## config.mk

```make
export PLATFORM = sky130hd
export DESIGN_NAME = ovc_status_tracker
export DESIGN_NICKNAME = d
export VERILOG_FILES = /design/src/rtl/ovc_pkg.sv /design/src/rtl/ovc_grant_decode.sv /design/src/rtl/ovc_channel_state.sv /design/src/rtl/ovc_port_pick.sv /design/src/rtl/ovc_status_tracker.sv
export SDC_FILE = /design/constraint.sdc
export NUM_CORES = 1
export LEC_CHECK = 0
export ABC_AREA = 1
export BUFFER_PORTS_ARGS = -buffer_cell sky130_fd_sc_hd__buf_2
export CORE_AREA = 2 2 93 95
export DETAILED_ROUTE_END_ITERATION = 8
export DIE_AREA = 0 0 95 97
export HOLD_SLACK_MARGIN = 0.03
export PLACE_DENSITY = 0.7
export SYNTH_ARGS = -nofsm -noshare
export SYNTH_HDL_FRONTEND = slang
export SYNTH_SLANG_ARGS = --single-unit
```

## constraint.sdc

```tcl
create_clock -name clk -period 4.09 [get_ports clk]
set_input_delay 0.818 -clock clk [delete_from_list [all_inputs] [get_ports clk]]
set_output_delay 0.818 -clock clk [all_outputs]
set_load 0.01 [all_outputs]
```

## src/rtl/ovc_pkg.sv

```systemverilog
// Shared helpers for the output channel status tracker.
// Assumes channel v of port p is stored at flat index p*nvc+v.
package ovc_pkg;

    // Flat channel index from port and channel number.
    function automatic int ovc_flat(input int port, input int vc, input int nvc);
        return port * nvc + vc;
    endfunction

    // Width of an index field, at least one bit.
    function automatic int idx_width(input int n);
        return (n > 1) ? $clog2(n) : 1;
    endfunction

endpackage

```

## src/rtl/ovc_grant_decode.sv

```systemverilog
// Turns per-input-port switch grants into per-channel strobes.
// Assumes the switch allocator grants each output port to at most one input.
module ovc_grant_decode #(
    parameter int NIN   = 4,
    parameter int NPORT = 4,
    parameter int NVC   = 2,
    localparam int PW   = ovc_pkg::idx_width(NPORT),
    localparam int VW   = ovc_pkg::idx_width(NVC),
    localparam int NCH  = NPORT * NVC
) (
    input  logic [NIN-1:0]    gnt_vld,
    input  logic [NIN*PW-1:0] gnt_port,
    input  logic [NIN*VW-1:0] gnt_vc,
    input  logic [NIN-1:0]    gnt_head,
    input  logic [NIN-1:0]    gnt_tail,
    output logic [NCH-1:0]    use_stb,
    output logic [NCH-1:0]    asg_stb,
    output logic [NCH-1:0]    rel_stb
);
    logic [NIN-1:0][NCH-1:0] hit;

    for (genvar i = 0; i < NIN; i++) begin : g_in
        // One-hot decode of the channel this input's grant touches.
        always_comb begin
            hit[i] = '0;
            for (int c = 0; c < NCH; c++) begin
                if (gnt_vld[i] &&
                    c == ovc_pkg::ovc_flat(int'(gnt_port[i*PW +: PW]),
                                           int'(gnt_vc[i*VW +: VW]), NVC))
                    hit[i][c] = 1'b1;
            end
        end
    end

    // Merge all inputs, gating by head and tail flags.
    always_comb begin
        use_stb = '0;
        asg_stb = '0;
        rel_stb = '0;
        for (int i = 0; i < NIN; i++) begin
            use_stb = use_stb | hit[i];
            asg_stb = asg_stb | (hit[i] & {NCH{gnt_head[i]}});
            rel_stb = rel_stb | (hit[i] & {NCH{gnt_tail[i]}});
        end
    end
endmodule

```

## src/rtl/ovc_channel_state.sv

```systemverilog
// State of one output channel: ownership bit and downstream credit count.
// Assumes credit returns never push the count past DEPTH.
module ovc_channel_state #(
    parameter int DEPTH = 4,
    localparam int CW   = $clog2(DEPTH + 1)
) (
    input  logic          clk,
    input  logic          rst_n,
    input  logic          use_stb,
    input  logic          asg_stb,
    input  logic          rel_stb,
    input  logic          cred_ret,
    output logic          owned,
    output logic [CW-1:0] credits,
    output logic          free,
    output logic          rich,
    output logic          full,
    output logic          nfull
);
    // Ownership: release wins so a head+tail flit leaves the channel unowned.
    always_ff @(posedge clk) begin
        if (!rst_n)       owned <= 1'b0;
        else if (rel_stb) owned <= 1'b0;
        else if (asg_stb) owned <= 1'b1;
    end

    // Credit counter: a return and a use in the same cycle cancel.
    always_ff @(posedge clk) begin
        if (!rst_n)                    credits <= CW'(DEPTH);
        else if (cred_ret && !use_stb) credits <= credits + CW'(1);
        else if (use_stb && !cred_ret) credits <= credits - CW'(1);
    end

    // Status decodes of the stored state.
    always_comb begin
        full  = (credits == '0);
        nfull = (credits == CW'(1));
        free  = !owned && !full;
        rich  = free && (credits > CW'(1));
    end
endmodule

```

## src/rtl/ovc_port_pick.sv

```systemverilog
// Per output port: round-robin candidate among free channels and the
// registered, look-ahead availability flag for new packets.
// Assumes at most one channel of the port is claimed per cycle.
module ovc_port_pick #(
    parameter int NVC   = 2,
    parameter int DEPTH = 4,
    localparam int VW   = ovc_pkg::idx_width(NVC),
    localparam logic AV_RST = (DEPTH > 1)
) (
    input  logic           clk,
    input  logic           rst_n,
    input  logic [NVC-1:0] free,
    input  logic [NVC-1:0] rich,
    input  logic [NVC-1:0] asg,
    output logic [VW-1:0]  cand_vc,
    output logic           cand_vld,
    output logic           avail
);
    logic [VW-1:0] ptr, ptr_n;
    int            rich_cnt;
    logic          rich_taken;

    // Search free channels starting at the rotation pointer.
    always_comb begin
        cand_vld = 1'b0;
        cand_vc  = '0;
        for (int k = 0; k < NVC; k++) begin
            if (!cand_vld && free[(int'(ptr) + k) % NVC]) begin
                cand_vld = 1'b1;
                cand_vc  = VW'((int'(ptr) + k) % NVC);
            end
        end
    end

    // Move the pointer one past any channel claimed this cycle.
    always_comb begin
        ptr_n = ptr;
        for (int k = 0; k < NVC; k++)
            if (asg[k]) ptr_n = VW'((k + 1) % NVC);
    end

    always_ff @(posedge clk) begin
        if (!rst_n) ptr <= '0;
        else        ptr <= ptr_n;
    end

    // Count well-stocked free channels and see if one is being claimed.
    always_comb begin
        rich_cnt   = 0;
        rich_taken = 1'b0;
        for (int k = 0; k < NVC; k++) begin
            if (rich[k]) rich_cnt = rich_cnt + 1;
            if (rich[k] && asg[k]) rich_taken = 1'b1;
        end
    end

    // Registered availability flag with look-ahead on the current claim.
    always_ff @(posedge clk) begin
        if (!rst_n) avail <= AV_RST;
        else        avail <= (rich_cnt >= 2) || (rich_cnt == 1 && !rich_taken);
    end
endmodule

```

## src/rtl/ovc_status_tracker.sv

```systemverilog
// Top: status of all output channels of all output ports of a router.
// Assumes one grant per output port per cycle and that a head grant with no
// prior channel names the port's current candidate.
module ovc_status_tracker #(
    parameter int NIN   = 4,
    parameter int NPORT = 4,
    parameter int NVC   = 2,
    parameter int DEPTH = 4,
    localparam int PW   = ovc_pkg::idx_width(NPORT),
    localparam int VW   = ovc_pkg::idx_width(NVC),
    localparam int NCH  = NPORT * NVC,
    localparam int CW   = $clog2(DEPTH + 1)
) (
    input  logic              clk,
    input  logic              rst_n,
    input  logic [NIN-1:0]    gnt_vld,
    input  logic [NIN*PW-1:0] gnt_port,
    input  logic [NIN*VW-1:0] gnt_vc,
    input  logic [NIN-1:0]    gnt_head,
    input  logic [NIN-1:0]    gnt_tail,
    input  logic [NCH-1:0]    cred_ret,
    output logic [NPORT*VW-1:0] cand_vc,
    output logic [NPORT-1:0]  cand_vld,
    output logic [NPORT-1:0]  port_avail,
    output logic [NCH-1:0]    vc_full,
    output logic [NCH-1:0]    vc_nfull
);
    logic [NCH-1:0]    use_stb, asg_stb, rel_stb;
    logic [NCH-1:0]    ch_owned, ch_free, ch_rich;
    logic [NCH*CW-1:0] ch_cred;

    ovc_grant_decode #(.NIN(NIN), .NPORT(NPORT), .NVC(NVC)) u_dec (
        .gnt_vld (gnt_vld),
        .gnt_port(gnt_port),
        .gnt_vc  (gnt_vc),
        .gnt_head(gnt_head),
        .gnt_tail(gnt_tail),
        .use_stb (use_stb),
        .asg_stb (asg_stb),
        .rel_stb (rel_stb)
    );

    for (genvar c = 0; c < NCH; c++) begin : g_ch
        ovc_channel_state #(.DEPTH(DEPTH)) u_ch (
            .clk     (clk),
            .rst_n   (rst_n),
            .use_stb (use_stb[c]),
            .asg_stb (asg_stb[c]),
            .rel_stb (rel_stb[c]),
            .cred_ret(cred_ret[c]),
            .owned   (ch_owned[c]),
            .credits (ch_cred[c*CW +: CW]),
            .free    (ch_free[c]),
            .rich    (ch_rich[c]),
            .full    (vc_full[c]),
            .nfull   (vc_nfull[c])
        );
    end

    for (genvar p = 0; p < NPORT; p++) begin : g_port
        ovc_port_pick #(.NVC(NVC), .DEPTH(DEPTH)) u_pick (
            .clk     (clk),
            .rst_n   (rst_n),
            .free    (ch_free[p*NVC +: NVC]),
            .rich    (ch_rich[p*NVC +: NVC]),
            .asg     (asg_stb[p*NVC +: NVC]),
            .cand_vc (cand_vc[p*VW +: VW]),
            .cand_vld(cand_vld[p]),
            .avail   (port_avail[p])
        );
    end
endmodule

```

; ---- Word level (Yosys, flattened, before mapping)
; Index checks and enable logic that the tools add are counted.
[word_totals]
ff_bits = 40
latch_bits = 0
ram_bits = 0
rom_bits = 0
input_bits = 34
output_inout_bits = 28
wordCells = 390
n_memories = 0
[classes]
n_addsub = 28
mul = 0
n_div = 0
magnitude_cmp = 20
n_eq_ne = 40
n_shift = 0
muxes = 100
bitwise = 22
n_reduce_logical = 156
[ops]
columns = op, n
row1 = 4-bit by 32-bit equality test with 1-bit output (first input constant), 16
row2 = 3-bit by 32-bit equality test with 1-bit output (first input constant), 8
row3 = 2-bit by 32-bit equality test with 1-bit output (first input constant), 4
row4 = 32-bit by 2-bit equality test with 1-bit output (second input constant), 4
row5 = 32-bit by 3-bit greater-or-equal comparator with 1-bit output (second input constant), 4
row6 = 32-bit zero test, 4
row7 = 32-bit 2-to-1 mux, 4
row8 = 1-bit logical AND, 80
row9 = 1-bit 2-to-1 mux, 80
row10 = 8-bit bitwise OR, 9
row11 = 8-bit AND, 8
row12 = 3-bit 2-to-1 mux, 16
row13 = 1-bit zero test, 40
row14 = 3-bit by 1-bit adder with 3-bit output (second input constant), 8
row15 = 3-bit by 1-bit equality test with 1-bit output (second input constant), 8
row16 = 3-bit by 1-bit > comparator with 1-bit output (second input constant), 8
row17 = 3-bit zero test, 8
row18 = 2-bit OR reduction, 12
row19 = 3-bit by 1-bit subtractor with 3-bit output (second input constant), 8
row20 = 3-bit by 1-bit adder with 4-bit output, 4
row21 = 2-bit nonzero test, 8
row22 = 2-bit by 3-bit < comparator with 1-bit output (second input constant), 4
row23 = 1-bit by 1-bit adder with 2-bit output (second input constant), 4
row24 = 1-bit by 2-bit < comparator with 1-bit output (second input constant), 4
row25 = 4 further kinds, 13

; ---- Longest topological paths before layout
[logic_depth]
depth_word = 14
mapped_depth = 11
depth_no_buf = 11

; ---- By module
; Synthesis repeated with hierarchy kept, for this count alone.
[hier_totals]
cells_unflattened = 636
hier_area_um2 = 3777.4
[by_module_without_submodules]
columns = module, n_inst, cells_per_inst, area_each_um2, seq_area_each_um2
row1 = ovc_channel_state, 8, 42, 292.8, 80.1
row2 = ovc_grant_decode, 1, 244, 1004.7, 0.0
row3 = ovc_port_pick, 4, 14, 107.6, 40.0

; ---- Least setup slack after synthesis
; Ideal clock, no wire load.
[synth_timing]
kind = input to register
from = input port gnt_vc[1]
to = register g_ch[2].u_ch.credits[2]
setup_ns = 0.124
arrival_time_ns = 2.068
t_required_ns = 3.966
slack_ns = 1.898
stages = 9
path_buffers = 0
cell_sequence = inv_1 > nand2_1 > nor2_1 > nor4_1 > ha_1 > a211oi_1 > inv_1 > a21oi_1 > o21ai_0
[synth_between]
elab_chain_len = 10
elab_cells_between_ends = 12
classes_between = 1 x add/sub / 1 x eq/ne / 2 x mux / 3 x bitwise / 5 x reduce/logical
[synth_rtl]
columns = element, line_no
row1 = "start, declared", ovc_status_tracker.sv:18  ; input logic [NIN*VW-1:0] gnt_vc,
row2 = 3-bit by 1-bit adder with 4-bit output *, ovc_pkg.sv:7  ; return port * nvc + vc;
row3 = 3-bit by 32-bit equality test with 1-bit output *, ovc_grant_decode.sv:28  ; c == ovc_pkg::ovc_flat(int'(gnt_port[i*PW +: PW]),
row4 = 1-bit logical AND *, ovc_grant_decode.sv:27  ; if (gnt_vld[i] &&
row5 = 1-bit 2-to-1 mux *, ovc_grant_decode.sv:27
row6 = 8-bit bitwise OR * (3 in a row), ovc_grant_decode.sv:41  ; use_stb = use_stb | hit[i];
row7 = 1-bit zero test, ovc_channel_state.sv:30  ; else if (cred_ret && !use_stb) credits <= credits + CW'(1);
row8 = 1-bit logical AND, ovc_channel_state.sv:30
row9 = 3-bit 2-to-1 mux / 2-bit nonzero test (equally long branches), --
row10 = "end signal, assigned", ovc_channel_state.sv:29  ; if (!rst_n) credits <= CW'(DEPTH);
row11 = "end signal, assigned", ovc_channel_state.sv:30
row12 = "end signal, assigned", ovc_channel_state.sv:31  ; else if (use_stb && !cred_ret) credits <= credits - CW'(1);
row13 = "end, declared", ovc_channel_state.sv:14  ; output logic [CW-1:0] credits,
; Mark *: on every way between the ends. The rest lies on a longest branch, timed or not.
; A chain may end at the register's enable or synchronous reset.

; ---- Final worst setup path
[layout_timing]
from = register g_ch[6].u_ch.credits[0]
to = output port cand_vc[3]
[layout_between]
elab_chain_len = 9
elab_cells_between_ends = 13
classes_between = 8 x mux / 5 x reduce/logical
[layout_rtl]
columns = element, line_no
row1 = "start, declared", ovc_channel_state.sv:14
row2 = "start signal, assigned", ovc_channel_state.sv:29
row3 = "start signal, assigned", ovc_channel_state.sv:30
row4 = "start signal, assigned", ovc_channel_state.sv:31
row5 = 3-bit zero test *, ovc_channel_state.sv:36  ; full = (credits == '0);
row6 = 1-bit zero test *, ovc_channel_state.sv:38  ; free = !owned && !full;
row7 = 1-bit logical AND *, ovc_channel_state.sv:38
row8 = 1-bit 2-to-1 mux (implied by the code) (2 in a row), ovc_port_pick.sv:28  ; if (!cand_vld && free[(int'(ptr) + k) % NVC]) begin
row9 = 1-bit 2-to-1 mux, ovc_port_pick.sv:28
row10 = 1-bit zero test, ovc_port_pick.sv:28
row11 = 1-bit logical AND, ovc_port_pick.sv:28
row12 = 1-bit 2-to-1 mux *, ovc_port_pick.sv:28
row13 = "end, declared", ovc_status_tracker.sv:22  ; output logic [NPORT*VW-1:0] cand_vc,
; Mark *: on every way between the ends. The rest lies on a longest branch, timed or not. The select of a mux whose other input is x is not followed.

==> flow_metrics.py <==
metrics = {
    "cells_and_area": {
        "final.fill_count": 874,
        "syn_to_final_growth_pct": 7.35,
        "seqCellArea_sq_um": 801,
        "drive_above_1_share_pct": 13.6,
        "diodes": 0,
        "multi_input_area_sq_um": 2170,
        "final_util_pct": 47.8,
        "nNetsFinal": 678,
    },
    "grt": {
        "grt_max_degree": 24,
        "antenna_found_initial": 0,
        "grt_pass1_vias": 3262,
        "grt_overflow": 0,
        "grt_pass1_wl_um": 14500,
        "grtUsageTotal_pct": 19.5,
    },
    "synth": {
        "synth_top_cell_area_share_pct": 22.1,
        "yosys_warnings": 0,
        "syn_inst": 571,
        "ys.flop_type": "dfxtp_1",
        "syn_avg_cell_area_sq_um": 6.35,
        "yosysTopAreaCell": "dfxtp_1",
        "synth.net_count": 649,
        "ys_seq_area_share_pct": 22.1,
        "async_reset_ff_share_pct": 0,
        "synth_edf_count": 0,
        "synth_most_common_cell": "nand2_1",
        "ys_top_cells_by_area": "dfxtp_1 22%, ha_1 15%, nand2_1 11%",
        "synth_cell_types": 28,
        "synth_common_cells": "109 x nand2_1, 103 x inv_1, 81 x nor2_1",
        "netlist_area_sq_um": 3620,
        "synth_seq_cells": 40,
    },
    "critical_path": {
        "path_common_cell": "inv_1",
        "r2r_slack_ns": 2.18,
        "reg2reg_depth": 8,
        "path_cells": "inv_1, ha_1, inv_1, o21ai_0, o21bai_1, inv_1, buf_2",
        "crit_family": "compound AO/OA/AOI/OAI gates",
        "r2r_end": "g_port[3].u_pick.avail",
        "path_max_fanout": 5,
        "slowest_delay_ns": 0.50,
        "r2r_start": "g_ch[6].u_ch.credits[0]",
        "critPathKind": "reg -> out",
        "cp.buffers_inverters": 4,
        "worstPathArrival_ns": 1.75,
        "critPathCapture": "cand_vc[3]",
        "required_ns": 3.27,
        "end_kind": "output port",
        "crit_path_start_kind": "register",
        "slowest_stage": "o21ai_0",
        "worstSetupStartpoint": "g_ch[6].u_ch.credits[0]",
        "cp_num_cells": 7,
    },
    "timing": {
        "worst_slew_pin_slew_ns": 0.804,
        "finalSetupViolCount": 0,
        "timing_hold_violations_final": 0,
        "fin_crit_ns": 2.57,
        "maxSlewHeadroom_pct": 46.3,
        "tns_ns": 0,
        "fmax_mhz": 389,
        "fin_worst_skew_ns": 0.00309,
        "rsz0062_at_grt": "false",
        "finalMaxSlewViolations": 0,
        "finalCritPeriodShare_pct": 62.9,
    },
    "power": {
        "switchingPower_uw": 504,
        "powerDensity_nw_per_um2": 337,
        "irDropWorstVdd_uv": 140,
        "power_leakage_nw": 2.16,
        "clkPwrFrac_pct": 21.3,
        "pwr-share-seq_pct": 38.1,
        "swShare_pct": 38.4,
        "comb_power_share_pct": 40.5,
        "p_int_uw": 808,
        "finalPower_mw": 1.31,
    },
    "floorplan": {
        "start_util_pct": 44.6,
        "ios": 62,
        "die_area_sq_um": 9220,
        "placementRows": 33,
        "die_w_um": 95,
        "coreArea_sq_um": 8130,
        "die_h_um": 97,
    },
    "placed_design": {
        "io_buffer_count": 61,
        "dpl.hpwl_um": 7010,
        "place.gp.congestion": 0.918,
    },
    "route": {
        "drtIter0Drc": 143,
        "ant_nets": 0,
        "dr_total_vias": 3461,
        "drt-total-wl_um": 8720,
        "drcViolationCount": 0,
        "wire_per_inst_um": 12.3,
        "via_per_inst": 4.90,
        "drtPass1Iterations": 6,
    },
    "cts": {
        "cts_tree": "done",
        "htreeDepth": 2,
        "ctsHoldBuffers": 0,
        "post-cts-setup-buffers": 0,
        "cts_buffer_depth": 2,
        "ctsRootBufferMaster": "clkbuf_8",
        "clkTransAtPathRegs_ns": 0.08,
        "clock_latency_ns": 0.29,
        "numCtsBuffers": 5,
        "post_cts_resized": 0,
        "clock-sinks": 40,
    },
    "outcome": {
        "status": "finished clean",
    },
    "job": {
        "maxCapViolCount": 0,
    },
    "hold_path": {
        "hp-class": "reg -> reg",
    },
}
## worst reg2reg max path, cell delays in order (launching register included)
cell and delay, ns:
dfxtp_1 0.42, inv_1 0.09, ha_1 0.20, inv_1 0.07
o21ai_0 0.22, nor3_2 0.38, ha_1 0.30, nand3_1 0.09
nand2_1 0.05
## final cells by class
class	instances	area share (%)
well taps	105	3.38
multi-input cells	387	55.8
repair buffers	61	7.85
inverters	105	10.1
clock buffers	8	2.32
flip-flops and latches	40	20.6
## sequential cells by signal, indices dropped and copies added (netlist names)
signal,flops
g_ch.u_ch.credits,24
g_ch.u_ch.owned,8
g_port.u_pick.avail,4
g_port.u_pick.ptr,4
## worst min-delay path by stage
stage	startpoint	endpoint	slack, ns	cells after the start
3_3_place_gp	g_ch[1].u_ch.owned	g_ch[1].u_ch.owned	0.46	2
5_1_grt	g_ch[0].u_ch.owned	g_ch[0].u_ch.owned	0.53	2
6_report	g_ch[0].u_ch.owned	g_ch[0].u_ch.owned	0.48	2
2_1_floorplan	g_ch[0].u_ch.owned	g_ch[0].u_ch.owned	0.42	2
4_1_cts	g_ch[0].u_ch.owned	g_ch[0].u_ch.owned	0.49	2
3_5_place_dp	g_ch[0].u_ch.owned	g_ch[0].u_ch.owned	0.47	2
## through the flow
stage / std cells / hold WS (ns) / instance area (sq um) / worst slack [ns]
floorplan: 571 / 0.422 / 3620 / 1.90
global placement: 698 / 0.459 / 3800 / 1.56
detailed placement: 698 / 0.466 / 3800 / 1.51
CTS: 706 / 0.490 / 3890 / 1.50
global route: 706 / 0.527 / 3890 / 1.37
finish: 706 / 0.481 / 3890 / 1.52
## placed cells by master, fill, tap and decap left out, drive strengths merged, types with 8 or more instances in the layout
master / n
o21ai: 35
a21oi: 20
ha: 44
dfxtp: 40
xnor2: 8
buf: 61
inv: 105
nor2: 85
clkbuf: 8
nand3: 37
nand2: 113
nor3: 14
a211oi: 8
## routing by layer
layer,vias up,track usage (%),wire length (um)
met3,17,4.52,564
met4,0,5.91,206
met1,1540,25.2,4030
li1,1804,-,-
met2,100,32.1,3920
met5,-,0,0
## cell families (layout without fill, tap and decap cells)
family | after synthesis | count (layout) | synth area share (%)
XOR/XNOR | 14 | 14 | 3.38
buffers and inverters | 144 | 174 | 18.1
AO/OA/AOI/OAI | 69 | 69 | 10.5
flip-flops | 40 | 40 | 22.1
AND/OR/NAND/NOR | 260 | 260 | 30.8
adder cells (fa/ha/maj) | 44 | 44 | 15.2
## power by group through the flow
stage / combinational [mW] / sequential (mW) / clock, mW
2_1_floorplan: 0.443 / 0.498 / 0
3_3_place_gp: 0.516 / 0.507 / 0
3_5_place_dp: 0.532 / 0.509 / 0
4_1_cts: 0.536 / 0.501 / 0.290
5_1_grt: 0.615 / 0.511 / 0.308
6_report: 0.532 / 0.500 / 0.280
Power figures use the tool's default switching activity.
